===== src/rtl/tmr16_pkg.sv =====
package tmr16_pkg;

  typedef enum logic [1:0] {
    MD_STOP = 2'b00,
    MD_FREE = 2'b01,
    MD_MOD  = 2'b10,
    MD_UPDN = 2'b11
  } tmr_mode_e;

  localparam int ADDR_W = 3;

  localparam logic [ADDR_W-1:0] A_CNT_LO = 3'd0;
  localparam logic [ADDR_W-1:0] A_CNT_HI = 3'd1;
  localparam logic [ADDR_W-1:0] A_CTRL   = 3'd2;
  localparam logic [ADDR_W-1:0] A_LIM_LO = 3'd3;
  localparam logic [ADDR_W-1:0] A_LIM_HI = 3'd4;
  localparam logic [ADDR_W-1:0] A_STAT   = 3'd5;

endpackage


===== src/rtl/tmr16_prescaler.sv =====
module tmr16_prescaler #(
  parameter int DIV_MID = 8,
  parameter int DIV_MAX = 128
) (
  input  logic       clk,
  input  logic       rst_n,
  input  logic       run,
  input  logic       restart,
  input  logic [1:0] div_sel,
  output logic       tick
);
  localparam int PRE_W = $clog2(DIV_MAX);

  logic [PRE_W-1:0] pre_cnt;
  logic [PRE_W-1:0] act_lim;
  logic [PRE_W-1:0] sel_lim;

  // terminal value for each ratio selection
  always_comb begin
    case (div_sel)
      2'b00:   sel_lim = '0;
      2'b01:   sel_lim = PRE_W'(DIV_MID - 1);
      default: sel_lim = PRE_W'(DIV_MAX - 1);
    endcase
  end

  assign tick = run && !restart && (pre_cnt == act_lim);

  // ratio is sampled only at a restart or at a terminal count
  always_ff @(posedge clk) begin
    if (!rst_n) begin
      pre_cnt <= '0;
      act_lim <= '0;
    end else if (!run || restart || tick) begin
      pre_cnt <= '0;
      act_lim <= sel_lim;
    end else begin
      pre_cnt <= pre_cnt + 1'b1;
    end
  end

endmodule


===== src/rtl/tmr16_counter.sv =====
module tmr16_counter
  import tmr16_pkg::*;
#(
  parameter int CNT_W = 16
) (
  input  logic             clk,
  input  logic             rst_n,
  input  logic             tick,
  input  logic             clr,
  input  tmr_mode_e        mode,
  input  logic [CNT_W-1:0] limit,
  output logic [CNT_W-1:0] cnt,
  output logic             evt
);
  localparam logic [CNT_W-1:0] TOP = '1;
  localparam logic [CNT_W-1:0] ONE = CNT_W'(1);

  logic             dn_q;
  logic             dn_nxt;
  logic [CNT_W-1:0] cnt_nxt;
  logic             hit;

  always_comb begin
    cnt_nxt = cnt;
    dn_nxt  = dn_q;
    hit     = 1'b0;
    if (mode == MD_FREE || mode == MD_MOD) dn_nxt = 1'b0;
    if (tick) begin
      case (mode)
        MD_FREE: begin
          if (cnt == TOP) begin
            cnt_nxt = '0;
            hit     = 1'b1;
          end else begin
            cnt_nxt = cnt + ONE;
          end
        end
        MD_MOD: begin
          if (cnt == limit || cnt == TOP) begin
            cnt_nxt = '0;
            hit     = 1'b1;
          end else begin
            cnt_nxt = cnt + ONE;
          end
        end
        MD_UPDN: begin
          if (!dn_q) begin
            if (cnt < limit) begin
              cnt_nxt = cnt + ONE;
            end else if (cnt == '0) begin
              hit = 1'b1;
            end else begin
              cnt_nxt = cnt - ONE;
              dn_nxt  = 1'b1;
            end
          end else if (cnt <= ONE) begin
            cnt_nxt = '0;
            dn_nxt  = 1'b0;
            hit     = 1'b1;
          end else begin
            cnt_nxt = cnt - ONE;
          end
        end
        default: cnt_nxt = cnt;
      endcase
    end
  end

  assign evt = hit && !clr;

  always_ff @(posedge clk) begin
    if (!rst_n) begin
      cnt  <= '0;
      dn_q <= 1'b0;
    end else if (clr) begin
      cnt  <= '0;
      dn_q <= 1'b0;
    end else begin
      cnt  <= cnt_nxt;
      dn_q <= dn_nxt;
    end
  end

endmodule


===== src/rtl/tmr16_regfile.sv =====
module tmr16_regfile
  import tmr16_pkg::*;
#(
  parameter int BUS_W = 8,
  parameter int CNT_W = 16
) (
  input  logic              clk,
  input  logic              rst_n,
  input  logic [ADDR_W-1:0] addr,
  input  logic [BUS_W-1:0]  wdata,
  input  logic              wr,
  input  logic              rd,
  input  logic [CNT_W-1:0]  cnt,
  input  logic              evt,
  output logic [BUS_W-1:0]  rdata,
  output tmr_mode_e         mode,
  output logic [1:0]        div_sel,
  output logic [CNT_W-1:0]  limit,
  output logic              clr,
  output logic              rd_lo,
  output logic              flag,
  output logic              flag_clr,
  output logic [BUS_W-1:0]  hold
);
  localparam int NBYTE = CNT_W / BUS_W;
  localparam logic [BUS_W-1:0] FLAG_MASK = BUS_W'(1);

  logic [BUS_W-1:0] ctrl_q;
  logic [BUS_W-1:0] lim_b [NBYTE];

  assign clr      = wr && (addr == A_CNT_LO);
  assign rd_lo    = rd && (addr == A_CNT_LO);
  assign flag_clr = wr && (addr == A_STAT) && ((wdata & FLAG_MASK) != '0);
  assign mode     = tmr_mode_e'(ctrl_q[1:0]);
  assign div_sel  = ctrl_q[3:2];

  always_ff @(posedge clk) begin
    if (!rst_n)                      ctrl_q <= '0;
    else if (wr && addr == A_CTRL)   ctrl_q <= wdata;
  end

  for (genvar b = 0; b < NBYTE; b++) begin : g_lim
    always_ff @(posedge clk) begin
      if (!rst_n)
        lim_b[b] <= '1;
      else if (wr && addr == ADDR_W'(int'(A_LIM_LO) + b))
        lim_b[b] <= wdata;
    end
    assign limit[b*BUS_W +: BUS_W] = lim_b[b];
  end

  // high byte is frozen on the low-byte read
  always_ff @(posedge clk) begin
    if (!rst_n)     hold <= '0;
    else if (rd_lo) hold <= cnt[CNT_W-1 -: BUS_W];
  end

  // a new event wins over a clear in the same cycle
  always_ff @(posedge clk) begin
    if (!rst_n)        flag <= 1'b0;
    else if (evt)      flag <= 1'b1;
    else if (flag_clr) flag <= 1'b0;
  end

  always_comb begin
    rdata = '0;
    if (rd) begin
      case (addr)
        A_CNT_LO: rdata = cnt[BUS_W-1:0];
        A_CNT_HI: rdata = hold;
        A_CTRL:   rdata = ctrl_q;
        A_LIM_LO: rdata = lim_b[0];
        A_LIM_HI: rdata = lim_b[NBYTE-1];
        A_STAT:   rdata = {{(BUS_W-1){1'b0}}, flag};
        default:  rdata = '0;
      endcase
    end
  end

endmodule


===== src/rtl/tmr16_unit.sv =====
module tmr16_unit
  import tmr16_pkg::*;
#(
  parameter int BUS_W   = 8,
  parameter int DIV_MID = 8,
  parameter int DIV_MAX = 128
) (
  input  logic              clk,
  input  logic              rst_n,
  input  logic [ADDR_W-1:0] reg_addr,
  input  logic [BUS_W-1:0]  reg_wdata,
  input  logic              reg_wr,
  input  logic              reg_rd,
  output logic [BUS_W-1:0]  reg_rdata,
  output logic              irq
);
  localparam int CNT_W = 2 * BUS_W;

  tmr_mode_e        mode_q;
  logic [1:0]       div_sel;
  logic [CNT_W-1:0] limit;
  logic [CNT_W-1:0] cnt;
  logic             clr;
  logic             rd_lo;
  logic             tick;
  logic             evt;
  logic             flag;
  logic             flag_clr;
  logic [BUS_W-1:0] hold;
  logic             run;

  assign run = (mode_q != MD_STOP);
  assign irq = flag;

  tmr16_prescaler #(
    .DIV_MID (DIV_MID),
    .DIV_MAX (DIV_MAX)
  ) u_pre (
    .clk     (clk),
    .rst_n   (rst_n),
    .run     (run),
    .restart (clr),
    .div_sel (div_sel),
    .tick    (tick)
  );

  tmr16_counter #(
    .CNT_W (CNT_W)
  ) u_cnt (
    .clk   (clk),
    .rst_n (rst_n),
    .tick  (tick),
    .clr   (clr),
    .mode  (mode_q),
    .limit (limit),
    .cnt   (cnt),
    .evt   (evt)
  );

  tmr16_regfile #(
    .BUS_W (BUS_W),
    .CNT_W (CNT_W)
  ) u_regs (
    .clk      (clk),
    .rst_n    (rst_n),
    .addr     (reg_addr),
    .wdata    (reg_wdata),
    .wr       (reg_wr),
    .rd       (reg_rd),
    .cnt      (cnt),
    .evt      (evt),
    .rdata    (reg_rdata),
    .mode     (mode_q),
    .div_sel  (div_sel),
    .limit    (limit),
    .clr      (clr),
    .rd_lo    (rd_lo),
    .flag     (flag),
    .flag_clr (flag_clr),
    .hold     (hold)
  );

endmodule


===== config.mk =====
export PLATFORM = sky130hd
export DESIGN_NAME = tmr16_unit
export DESIGN_NICKNAME = d
export VERILOG_FILES = /design/src/rtl/tmr16_pkg.sv /design/src/rtl/tmr16_prescaler.sv /design/src/rtl/tmr16_counter.sv /design/src/rtl/tmr16_regfile.sv /design/src/rtl/tmr16_unit.sv
export SDC_FILE = /design/constraint.sdc
export NUM_CORES = 1
export LEC_CHECK = 0
export ABC_AREA = 1
export BUFFER_PORTS_ARGS = -buffer_cell sky130_fd_sc_hd__buf_2
export CAP_MARGIN = 30
export CORE_ASPECT_RATIO = 1.25
export CORE_UTILIZATION = 45
export DETAILED_ROUTE_END_ITERATION = 7
export PLACE_DENSITY_LB_ADDON = 0.12
export SETUP_SLACK_MARGIN = 0.5
export SLEW_MARGIN = 20
export SYNTH_ARGS = -nofsm -noshare
export SYNTH_HDL_FRONTEND = slang
export SYNTH_SLANG_ARGS = --single-unit

===== constraint.sdc =====
create_clock -name clk -period 2.1 [get_ports clk]
set_input_delay 0.42 -clock clk [delete_from_list [all_inputs] [get_ports clk]]
set_output_delay 0.42 -clock clk [all_outputs]
set_load 0.03 [all_outputs]

Yosys cells after proc, flatten, opt, wreduce, memory -nomap -nowiden:

Memory sizes are Yosys's and may differ from the RTL's.
Index checks and enable logic that the tools add are counted.
Widths: inputs -> output; s select.

* register bits: 48
* bits in writable memories: 16
* input bits: 15
* output and inout bits: 9
* logic and storage cells: 90
* memories kept: 1

* add/sub/neg operators: 3
* order comparisons: 2
* eq/ne operators: 13
* muxes and demuxes: 36
* bitwise operators: 3
* reduce and logical (&&, ||, !) cells: 25

Memory list
* u_regs.lim_b: depth 2, bits a word 8, read ports 2, clocked after Yosys merged registers in 0, write ports 2, line tmr16_regfile.sv:29 `logic [BUS_W-1:0] lim_b [NBYTE];`

Operators with widths (count)
* $mux 16: 6
* $pmux 16 s3: 1
* $pmux 8 s6: 1
* $mux 8: 3
* $mux 1: 23
* $add 16x1->16 const B: 1
* $eq 16x16->1: 1
* $eq 16x16->1 const B: 1
* $le 16x1->1 const B: 1
* $logic_not 16->1: 1
* $lt 16x16->1: 1
* $sub 16x1->16 const B: 1
* $pmux 7 s2: 1
* $logic_and 1x1->1: 10
* $add 7x1->7 const B: 1
* $eq 7x7->1: 1
* $eq 3x2->1 const B: 2
* $eq 3x3->1 const B: 2
* $eq 2x1->1 const B: 2
* $eq 2x2->1 const B: 2
* $logic_or 1x1->1: 4
* $ne 4x2->1 const B: 1
* $reduce_bool 2->1: 2
* $reduce_or 2->1: 2
* other kinds (9): 11

Depth between registers and ports, before layout:

Gate-level depths: netlist of the first run.

* depth in word-level cells: 8
* depth in mapped cells: 17
* gate-level depth less buffers: 17

Modules after synthesis:

A second synthesis of the first run with hierarchy kept.

* cells, all modules: 626
* area, all modules: 4364.2 um2

Modules (own cells, without submodules)
* tmr16_counter: times used 1, cells each 345, area each 2202.1 um2, seq. area each 340.3 um2
* tmr16_regfile: times used 1, cells each 222, area each 1727.9 um2, seq. area each 820.8 um2
* tmr16_prescaler: times used 1, cells each 56, area each 422.9 um2, seq. area each 180.2 um2
* tmr16_unit: times used 1, cells each 3, area each 11.3 um2, seq. area each 0.0 um2

Least setup slack after synthesis of the first run:

OpenSTA, ideal clock, no wires.

* path kind: input to output
* start: in reg_addr[1]
* end: out reg_rdata[0]
* arrival time: 1.659 ns
* required time: 1.680 ns
* slack: 0.021 ns
* stages: 6
* buffers on the path: 1
* path through: nor2_1 > nand2_1 > inv_2 > clkbuf_1 > nand2_1 > a41oi_1

* cells in the longest elaborated chain, start to end: 3
* elaborated cells on any way between the ends: 8
* those cells by class: eq/ne (5); mux (2); reduce/logical (1)

RTL lines
* start: declaration: line tmr16_unit.sv:10 `input logic [ADDR_W-1:0] reg_addr,`
* $eq 3x3->1, or another cell as far along: line tmr16_regfile.sv:68 `case (addr)`
* $pmux 8 s6 *: line tmr16_regfile.sv:68
* $mux 8 *: line tmr16_regfile.sv:67 `if (rd) begin`
* end: declaration: line tmr16_unit.sv:14 `output logic [BUS_W-1:0] reg_rdata,`

Mark *: on every way between the ends. The rest lies on a longest branch, timed or not.

==> results of run 1 <==
-- state kept, by name, summed over array words and instances (netlist names) --
name and flops:
u_cnt.cnt 16, u_cnt.dn_q 1, u_pre.act_lim 2, u_pre.pre_cnt 7, u_regs.ctrl_q 8, u_regs.flag 1
u_regs.hold 8, u_regs.lim_b 16
-- cell usage after synthesis, drive strengths merged (3+ instances only) --
master,number
inv,81
o21ai,20
clkbuf,5
nor3,16
buf,9
ha,25
nand2,135
edfxtp,16
nor2,87
o221ai,5
dfxtp,43
a221oi,7
a211oi,3
a21oi,42
o22ai,5
nand4,9
xor2,26
nand3,36
-- metrics by stage --
stage	area (um2)	TNS [ns]	utilization [%]	power [mW]
2_1_floorplan	4384	0	-	1.747
3_3_place_gp	4872	0	53.39	1.951
3_5_place_dp	4872	0	53.39	1.960
4_1_cts	5719	0	62.68	3.607
5_1_grt	5988	-0.003024	65.62	3.807
6_report	5988	0	65.62	3.670
-- final cells by class --
class	instances	area share, %
tap	123	2.570
clock buffer	11	4.597
inverter	83	5.725
multi-input combinational	421	51.84
timing repair buffer	81	11.78
clock inverter	5	0.6477
sequential	59	22.84
-- repair_timing --
action	CTS	global route
setup endpoints to repair	29	34
gates resized for setup	125	45
gates cloned	1	0
pin swaps	28	34
setup buffers	5	8
-- placed cells by master (no fill, tap or decap), types with 6 or more instances in the layout --
cell        n
ha_1       14
buf_2      12
inv_1      54
xor2_1     26
nand3_2    11
clkbuf_16  11
inv_2      21
nor2_4     16
ha_4       11
nor2_2     24
a21oi_2    21
nand2_1    94
nand2_2    35
buf_6      18
dfxtp_2    12
nand4_1     8
nand3_1    22
edfxtp_1   16
nor3_1     10
inv_4       6
o21ai_0    12
dfxtp_1    28
a21oi_1    20
buf_4      46
nor2_1     47
-- metal layers --
layer	share of wire (%)	GRT usage (%)
met1	40	31.26
met2	54	51.65
met3	3.2	5.063
met4	3.3	12.90
met5	0	0
-- cell families (layout without fill, tap and decap cells) --
kind of cell               count (synthesis)  in the layout  synth area share (%)
and+or+nand+nor                          284            284                 31.83
buffers and inverters                     97            180                 10.18
AOI/OAI and AO/OA                         85             85                 12.98
DFF                                       59             59                 31.92
xor gates and xnor gates                  27             27                 5.628
adders and majority gates                 25             25                 7.445
-- where the power goes --
group	internal, mW	leakage, nW	switching, mW	total (mW)
clock network	0.953	0.157	0.602	1.55
logic	0.344	1.88	0.502	0.846
registers	1.22	0.516	0.0526	1.27
total	2.51	2.55	1.16	3.67
-- worst max-delay path, stage by stage (launching register included) --
cell and delay (ns):
edfxtp_1 0.36, inv_2 0.07, ha_4 0.28, nand4_1 0.17, nor2_2 0.20, nand2_2 0.12
nand2_2 0.12, nand3_4 0.10, buf_4 0.16, buf_6 0.11, nand3_2 0.07, nand2_2 0.07
a21oi_2 0.13
-- path summary, 6_finish.rpt --
path	to	slack [ns]	cells past startpoint
min	u_regs.ctrl_q[1]	0.35	3
max reg2reg	u_regs.flag	0.09	12
min reg2reg	u_pre.pre_cnt[0]	0.47	1
max	u_regs.flag	0.09	12
==> run metrics, run 1 <==
outcome finished, final reports clean; antenna cells 0; Crit. Startpoint u_regs.lim_b[1][7]; initial antenna violation count 0; # clock sinks 59; Crit. End Element flop; I/O pins 24; synth unique cells 39; Max-slew headroom 56.26%; Die Footprint 9729 um2; Antenna Nets Post-Route 0; synth top area cells dfxtp_1 (20%), edfxtp_1 (11%), nand2_1 (11%); Final Wtd Congestion 0.9516; Cell Count Post-Placement 753; EDFF count, synth 16; max frequency 0.4964 GHz; GR Overflow Total 0; drt first pass iters 5; Die Wd 88.43 um; final net count 695; Avg WL per Cell 16.61 um; Final Max Slew Viols 0; Max Clock Skew 0.007179 ns; Mapped Area 4202 um2; final period utilization 95.92%; warning count from the yosys run 0; non-filler cells in the finished layout 783; asr flop ratio synth 0%; clk root buf clkbuf_16; crit path DAT 2.28 ns; leading area contributor after synthesis dfxtp_1; Initial Utilization 46.04%; Worst Tran Pin Value 0.6553 ns; Yosys top cell area share 20.49%; syn avg cell area 7.282 um2; crit path launch type flop; worst-path fanout max 3; htree depth 3; Max VDD drop 0.0005541 V; layout cells sized above 1 45.00%; vias post-DR 4068; Initial DRC Count 219; DP Worst Slack 0.06219 ns; core area 9125 um2; fill cell count 762; first-pass GRT wire length 20310 um; Power per Cell Area 612.8 nW/um2; sequential cell area 1368 um2; Max-Cap Viols 0; Layout area overhead 42.53%; HPWL after DPL 9512 um; final WL 13000 um; row cnt 39; RSZ-0062 raised after global routing yes; Multi-input gate area 3104 um2; post-synthesis net count 617; Post-route DRC 0; Worst R2R Start u_regs.lim_b[1][7]; WS Path Type reg -> reg; Most used DFF post-synth dfxtp_1; Worst-path clk slew 0.06 ns; Fin. Hold Viols 0; Mapped Cells 577; vias in the first global route 4055; largest net degree at the start of global routing 17; Min-Delay Startpoint reg_wdata[1]; WHS 0.3548 ns; register area share after synthesis 31.92%; CTS tree built; clk_lat worst skew 0.33 ns; type of the tightest min-delay check in -> reg; post-synthesis register bit count 59; Longest Clk Path Bufs 2; final setup margin 0.08561 ns; crit path time final 2.014 ns; number of CTS-inserted buffers 9; global-route usage over all layers 28.19%; Die Y 110.0 um; Port Buf Inserts 23; Lkg Pwr 2.554 nW; vias per cell 5.195; Setup-failing EPs final 0; required time of the critical path 2.36 ns; # hold bufs at CTS 0
(Power assumes the default switching activity.)
==> run 2: changes to the inputs <==
--- a/config.mk
+++ b/config.mk
@@ -12,6 +12,7 @@
 export CORE_UTILIZATION = 45
 export DETAILED_ROUTE_END_ITERATION = 7
 export PLACE_DENSITY_LB_ADDON = 0.12
+export RECOVER_POWER = 100
 export SETUP_SLACK_MARGIN = 0.5
 export SLEW_MARGIN = 20
 export SYNTH_ARGS = -nofsm -noshare
==> run 2 against run 1 <==
  * First-iteration DRC count is 1.8% higher
  * Sequential share of layout area is 0.39 points higher
  * Cell count stayed put
  * Count of clock-buffer cells in the layout unchanged
  * Register-to-register slack got worse by 0.05 ns
  * Sequential power hardly changed
  * Critical endpoint is now u_cnt.cnt[0]
  * Largest power group unchanged
==> run metrics, run 2 (synthesis results as in run 1) <==
layout cells sized above 1 42.42% (was 45.00%); Fin. Hold Viols 0 (unchanged); final net count 695 (unchanged); Setup-failing EPs final 0 (unchanged); Crit. End Element flop (unchanged); drt first pass iters 5 (unchanged); Max-Cap Viols 0 (unchanged); CTS tree built (unchanged); I/O pins 24 (unchanged); type of the tightest min-delay check in -> reg (unchanged); Initial Utilization 46.04% (unchanged); commonest cells after routing, fill and taps aside nand2_1 (97), inv_1 (54), nor2_1 (49), buf_4 (38), nand2_2 (33) (was nand2_1 (94), inv_1 (54), nor2_1 (47), buf_4 (46), nand2_2 (35)); max frequency 0.4849 GHz (was 0.4964 GHz); placed instance area 4872 um2 (unchanged); GR Overflow Total 0 (unchanged); antenna cells 0 (unchanged); row cnt 39 (unchanged); Worst Tran Pin Value 0.6558 ns (was 0.6553 ns); first-pass GRT wire length 20310 um (unchanged); Antenna Nets Post-Route 0 (unchanged); initial antenna violation count 0 (unchanged); design area 5887 um2 (was 5988 um2); core area 9125 um2 (unchanged); fill cell count 793 (was 762); most common cell after layout, fill and taps aside nand2_1 (unchanged); Worst-path clk slew 0.05 ns (was 0.06 ns); worst-path fanout max 8 (was 3); Power per Cell Area 619.2 nW/um2 (was 612.8 nW/um2); Lkg Pwr 2.502 nW (was 2.554 nW); overall power 3.645 mW (was 3.670 mW); sequential cell area 1368 um2 (unchanged); final core utilization 64.51% (was 65.62%); largest net degree at the start of global routing 17 (unchanged); Final Max Slew Viols 0 (unchanged); Layout area overhead 40.11% (was 42.53%); crit path DAT 2.27 ns (was 2.28 ns); final period utilization 98.20% (was 95.92%); Post-route DRC 0 (unchanged); vias post-DR 4092 (was 4068); crit path time final 2.062 ns (was 2.014 ns); Die Wd 88.43 um (unchanged); outcome finished, final reports clean (unchanged); RSZ-0062 raised after global routing yes (unchanged); htree depth 3 (unchanged); Initial DRC Count 223 (was 219); Max Clock Skew 0.008385 ns (was 0.007179 ns); WS Path Type reg -> reg (unchanged); Avg WL per Cell 16.55 um (was 16.61 um); # clock sinks 59 (unchanged); Port Buf Inserts 23 (unchanged); Largest regs u_cnt.cnt: 16 flops, u_regs.lim_b: 16 flops (unchanged); final WL 12960 um (was 13000 um); Max-slew headroom 56.23% (was 56.26%); clk_lat worst skew 0.34 ns (was 0.33 ns); Die Footprint 9729 um2 (unchanged); crit path launch type flop (unchanged); number of CTS-inserted buffers 9 (unchanged); Final Wtd Congestion 0.9516 (unchanged); vias per cell 5.226 (was 5.195); Multi-input gate area 3067 um2 (was 3104 um2); Die Y 110.0 um (unchanged); clk root buf clkbuf_16 (unchanged); Max VDD drop 0.0005427 V (was 0.0005541 V); HPWL after DPL 9512 um (unchanged); global-route usage over all layers 28.19% (unchanged); Longest Clk Path Bufs 2 (unchanged); vias in the first global route 4055 (unchanged); required time of the critical path 2.31 ns (was 2.36 ns)
## run 2: worst paths after layout
kind,startpoint,to,slack (ns),depth (start not counted)
max,u_regs.lim_b[1][7],u_cnt.cnt[0],0.04,10
min,reg_wdata[1],u_regs.ctrl_q[1],0.35,3
max reg2reg,u_regs.lim_b[1][7],u_cnt.cnt[0],0.04,10
min reg2reg,u_pre.pre_cnt[0],u_pre.pre_cnt[0],0.47,1
## run 2: per-stage QoR
| step | setup TNS [ns] | instances | worst slack (ns) | hold slack, ns |
|---|---|---|---|---|
| 3_3_place_gp | 0 | 753 | 0.07512 | 0.4620 |
| 6_report | 0 | 783 | 0.03774 | 0.3534 |
| 4_1_cts | 0 | 775 | 0.2060 | 0.3557 |
| 3_5_place_dp | 0 | 753 | 0.06219 | 0.4731 |
| 5_1_grt | -0.004206 | 783 | -0.004206 | 0.3663 |
| 2_1_floorplan | 0 | 577 | 0.3557 | 0.4304 |
## run 2: worst max-delay path, cell delays in order, from the launching register on
cell and delay [ns]:
edfxtp_1 0.40, inv_2 0.11, ha_4 0.21, nand4_1 0.16, inv_1 0.10, a21oi_4 0.19, nand2_2 0.11, nand3_4 0.10
nand2_8 0.11, o21ai_0 0.35, nor2_1 0.09
## run 2: what timing repair did
item	4_1_cts	5_1_grt
pin swaps	28	34
endpoints found under the setup margin	29	34
hold buffers	0	0
cloned	1	0
resized for setup	125	45
buffers inserted	5	8
## run 2: layout make-up
cell class	instances	share of cell area (%)
multi-input cells	421	52.09
well taps	123	2.614
repair buffers	81	10.90
flip-flops and latches	59	23.23
clock buffers	11	4.676
inverters	83	5.824
clock inverters	5	0.6589
## run 2: per-layer routing
layer	vias to the layer above	wire length, um	GRT usage (%)
met3	34	486	5.063
li1	2041	-	-
met4	0	452	12.90
met1	1925	5051	31.26
met2	92	6969	51.65
met5	-	0	0
## run 2: report_power, final
group	total [mW]	internal (mW)	switching (mW)
Sequential	1.27	1.22	0.0524
Combinational	0.825	0.331	0.494
Clock	1.55	0.952	0.599
Total	3.64	2.50	1.14
==> run 3: changes to the inputs <==
==> constraint.sdc (replaced) <==
create_clock -name clk -period 2.1 [get_ports clk]
set_input_delay 0 -clock clk [delete_from_list [all_inputs] [get_ports clk]]
set_output_delay 0 -clock clk [all_outputs]
set_load 0.03 [all_outputs]
==> run 3 against run 2 <==
  * First-iteration DRC count is 27% lower
  * Sequential share of layout area is 1.6 points higher
  * Worst setup slack better by 0.056 ns
  * Via count is 2.8% lower
  * Non-clock buffer count is 1 lower
  * Register-to-register slack better by 0.06 ns
  * Highest routed layer unchanged
==> run metrics, run 3 (synthesis results as in run 1) <==
outcome finished, final reports clean (unchanged); row cnt 39 (unchanged); drt first pass iters 4 (was 5); clk_lat worst skew 0.34 ns (about the same); Lkg Pwr 2.378 nW (was 2.502 nW); antenna cells 0 (unchanged); setup TNS 0 ns (unchanged); # clock sinks 59 (unchanged); commonest cells after routing, fill and taps aside nand2_1 (111), inv_1 (60), nor2_1 (54), buf_4 (37), dfxtp_1 (32) (was nand2_1 (97), inv_1 (54), nor2_1 (49), buf_4 (38), nand2_2 (33)); core area 9125 um2 (unchanged); required time of the critical path 2.36 ns (was 2.31 ns); crit path DAT 2.27 ns (about the same); crit path time final 2.006 ns (was 2.062 ns); r2r worst-path depth 10 (unchanged); WHS 0.04591 ns (was 0.3534 ns); type of the tightest min-delay check in -> reg (unchanged); htree depth 3 (unchanged); critical-path cell list inv_2 -> ha_4 -> nand4_1 -> inv_2 -> a21oi_4 -> nand4_1 -> nand2_4 -> buf_8 -> nand3_2 -> a21oi_2 (was inv_2 -> ha_4 -> nand4_1 -> inv_1 -> a21oi_4 -> nand2_2 -> nand3_4 -> nand2_8 -> o21ai_0 -> nor2_1); I/O pins 24 (unchanged); first-pass GRT wire length 19420 um (was 20310 um); Worst Tran Pin Value 0.6148 ns (was 0.6558 ns); initial antenna violation count 0 (unchanged); Die Footprint 9729 um2 (unchanged); Die Y 110.0 um (unchanged); final WL 11860 um (was 12960 um); Port Buf Inserts 23 (unchanged); global-route usage over all layers 26.80% (was 28.19%); Die Wd 88.43 um (unchanged); Avg WL per Cell 15.15 um (was 16.55 um); Max-Cap Viols 0 (unchanged); final core utilization 60.07% (was 64.51%); Max VDD drop 0.0006113 V (was 0.0005427 V); Worst-path clk slew 0.06 ns (was 0.05 ns); vias post-DR 3979 (was 4092); Worst R2R Start u_regs.lim_b[1][7] (unchanged); Fin. Hold Viols 0 (unchanged); final period utilization 95.52% (was 98.20%); Antenna Nets Post-Route 0 (unchanged); Post-route DRC 0 (unchanged); Layout area overhead 30.46% (was 40.11%); Max stage delay on crit path 0.37 ns (was 0.40 ns); WS Path Type reg -> reg (unchanged); number of CTS-inserted buffers 9 (unchanged); non-filler cells in the finished layout 783 (unchanged); vias in the first global route 4014 (was 4055); Initial DRC Count 162 (was 223); vias per cell 5.082 (was 5.226); Crit. End Element flop (unchanged); Worst Setup EP u_cnt.cnt[9] (was u_cnt.cnt[0]); Cell Count Post-Placement 747 (was 753); Power per Cell Area 656.2 nW/um2 (was 619.2 nW/um2); Max-slew headroom 59.01% (was 56.23%); Longest Clk Path Bufs 2 (unchanged); HPWL after DPL 9094 um (was 9512 um); RSZ-0062 raised after global routing yes (unchanged); final setup margin 0.09410 ns (was 0.03774 ns); Setup-failing EPs final 0 (unchanged); Crit. Startpoint u_regs.lim_b[1][7] (unchanged); GR Overflow Total 0 (unchanged); layout cells sized above 1 31.21% (was 42.42%); Initial Utilization 46.04% (unchanged); final net count 695 (unchanged); max frequency 0.4985 GHz (was 0.4849 GHz); CP max-delay cell edfxtp_1 (unchanged); DP Worst Slack 0.04509 ns (was 0.06219 ns); most common cell after layout, fill and taps aside nand2_1 (unchanged); largest net degree at the start of global routing 17 (unchanged); crit path launch type flop (unchanged); worst-path fanout max 6 (was 8); Final Max Slew Viols 0 (unchanged); Final Wtd Congestion 0.9509 (was 0.9516); r2r setup slk 0.09 ns (was 0.04 ns); Largest regs u_cnt.cnt: 16 flops, u_regs.lim_b: 16 flops (unchanged); CTS tree built (unchanged); Max Clock Skew 0.006312 ns (was 0.008385 ns); clk root buf clkbuf_16 (unchanged); reg2reg end u_cnt.cnt[9] (was u_cnt.cnt[0])
-- run 3: changes by cell type in the layout (fill, tap and decap cells not counted), moves of 5 or more --
cell	before	now
nand2_1	97	111
nor2_2	24	18
dlygate4sd3_1	0	9
a221oi_1	1	7
buf_6	13	3
clkbuf_1	10	17
inv_4	6	0
inv_1	54	60
nor2_1	49	54
a221oi_4	5	0
nand2_2	33	18
-- run 3: cell type report --
| cell class | instances | area (um2) |
|---|---|---|
| fillers | 845 | 3643 |
| multi-input cells | 422 | 2771 |
| flip-flops and latches | 59 | 1360 |
| repair buffers | 80 | 560.5 |
| inverters | 83 | 317.8 |
| clock buffers | 9 | 225.2 |
| well taps | 123 | 153.9 |
| clock inverters | 7 | 92.59 |
-- run 3: stage by stage --
stage,area (um2),power (mW)
after floorplan,4334,1.741
after global placement,4778,1.935
after detailed placement,4778,1.942
after CTS,5348,3.576
after global routing,5482,3.747
final,5482,3.597
-- run 3: power breakdown --
| group | switching, mW | internal (mW) |
|---|---|---|
| combinational | 0.450 | 0.292 |
| clock | 0.563 | 1.03 |
| sequential | 0.0415 | 1.22 |
| total | 1.05 | 2.54 |
-- run 3: timing repair --
item                                    in CTS  in global routing
pin swaps                                    7                 14
hold buffers                                 9                  0
endpoints found under the hold margin       26                  0
cloned                                       1                  0
buffers inserted                             6                  4
resized for setup                           26                 42
endpoints found under the setup margin      17                 24
-- run 3: how the worst min path moves through the flow --
stage	to	slack [ns]	startpoint	cells after the start
6_report	u_regs.flag	0.05	reg_wr	4
5_1_grt	u_regs.ctrl_q[3]	0.07	rst_n	3
4_1_cts	u_regs.flag	0.04	reg_wr	4
3_5_place_dp	u_regs.ctrl_q[2]	0.28	reg_wdata[2]	3
3_3_place_gp	u_regs.ctrl_q[6]	0.27	reg_wdata[6]	3
2_1_floorplan	u_regs.ctrl_q[7]	0.14	rst_n	2
-- run 3: critical path, delay by kind of cell, from the launching register on --
kind / cells / cell delay (ns)
simple gates: 4 / 0.66
compound gates: 2 / 0.38
flops: 1 / 0.37
buf+inv: 3 / 0.31
fa+ha+maj: 1 / 0.21
-- run 3: routing by layer --
layer  GRT usage, %  wire length (um)  vias to the layer above
met1          31.59              5135                     1831
li1               -                 -                     2039
met2          46.70              5954                       83
met4          12.56               367                        0
met3          4.914               404                       26
met5              0                 0                        -
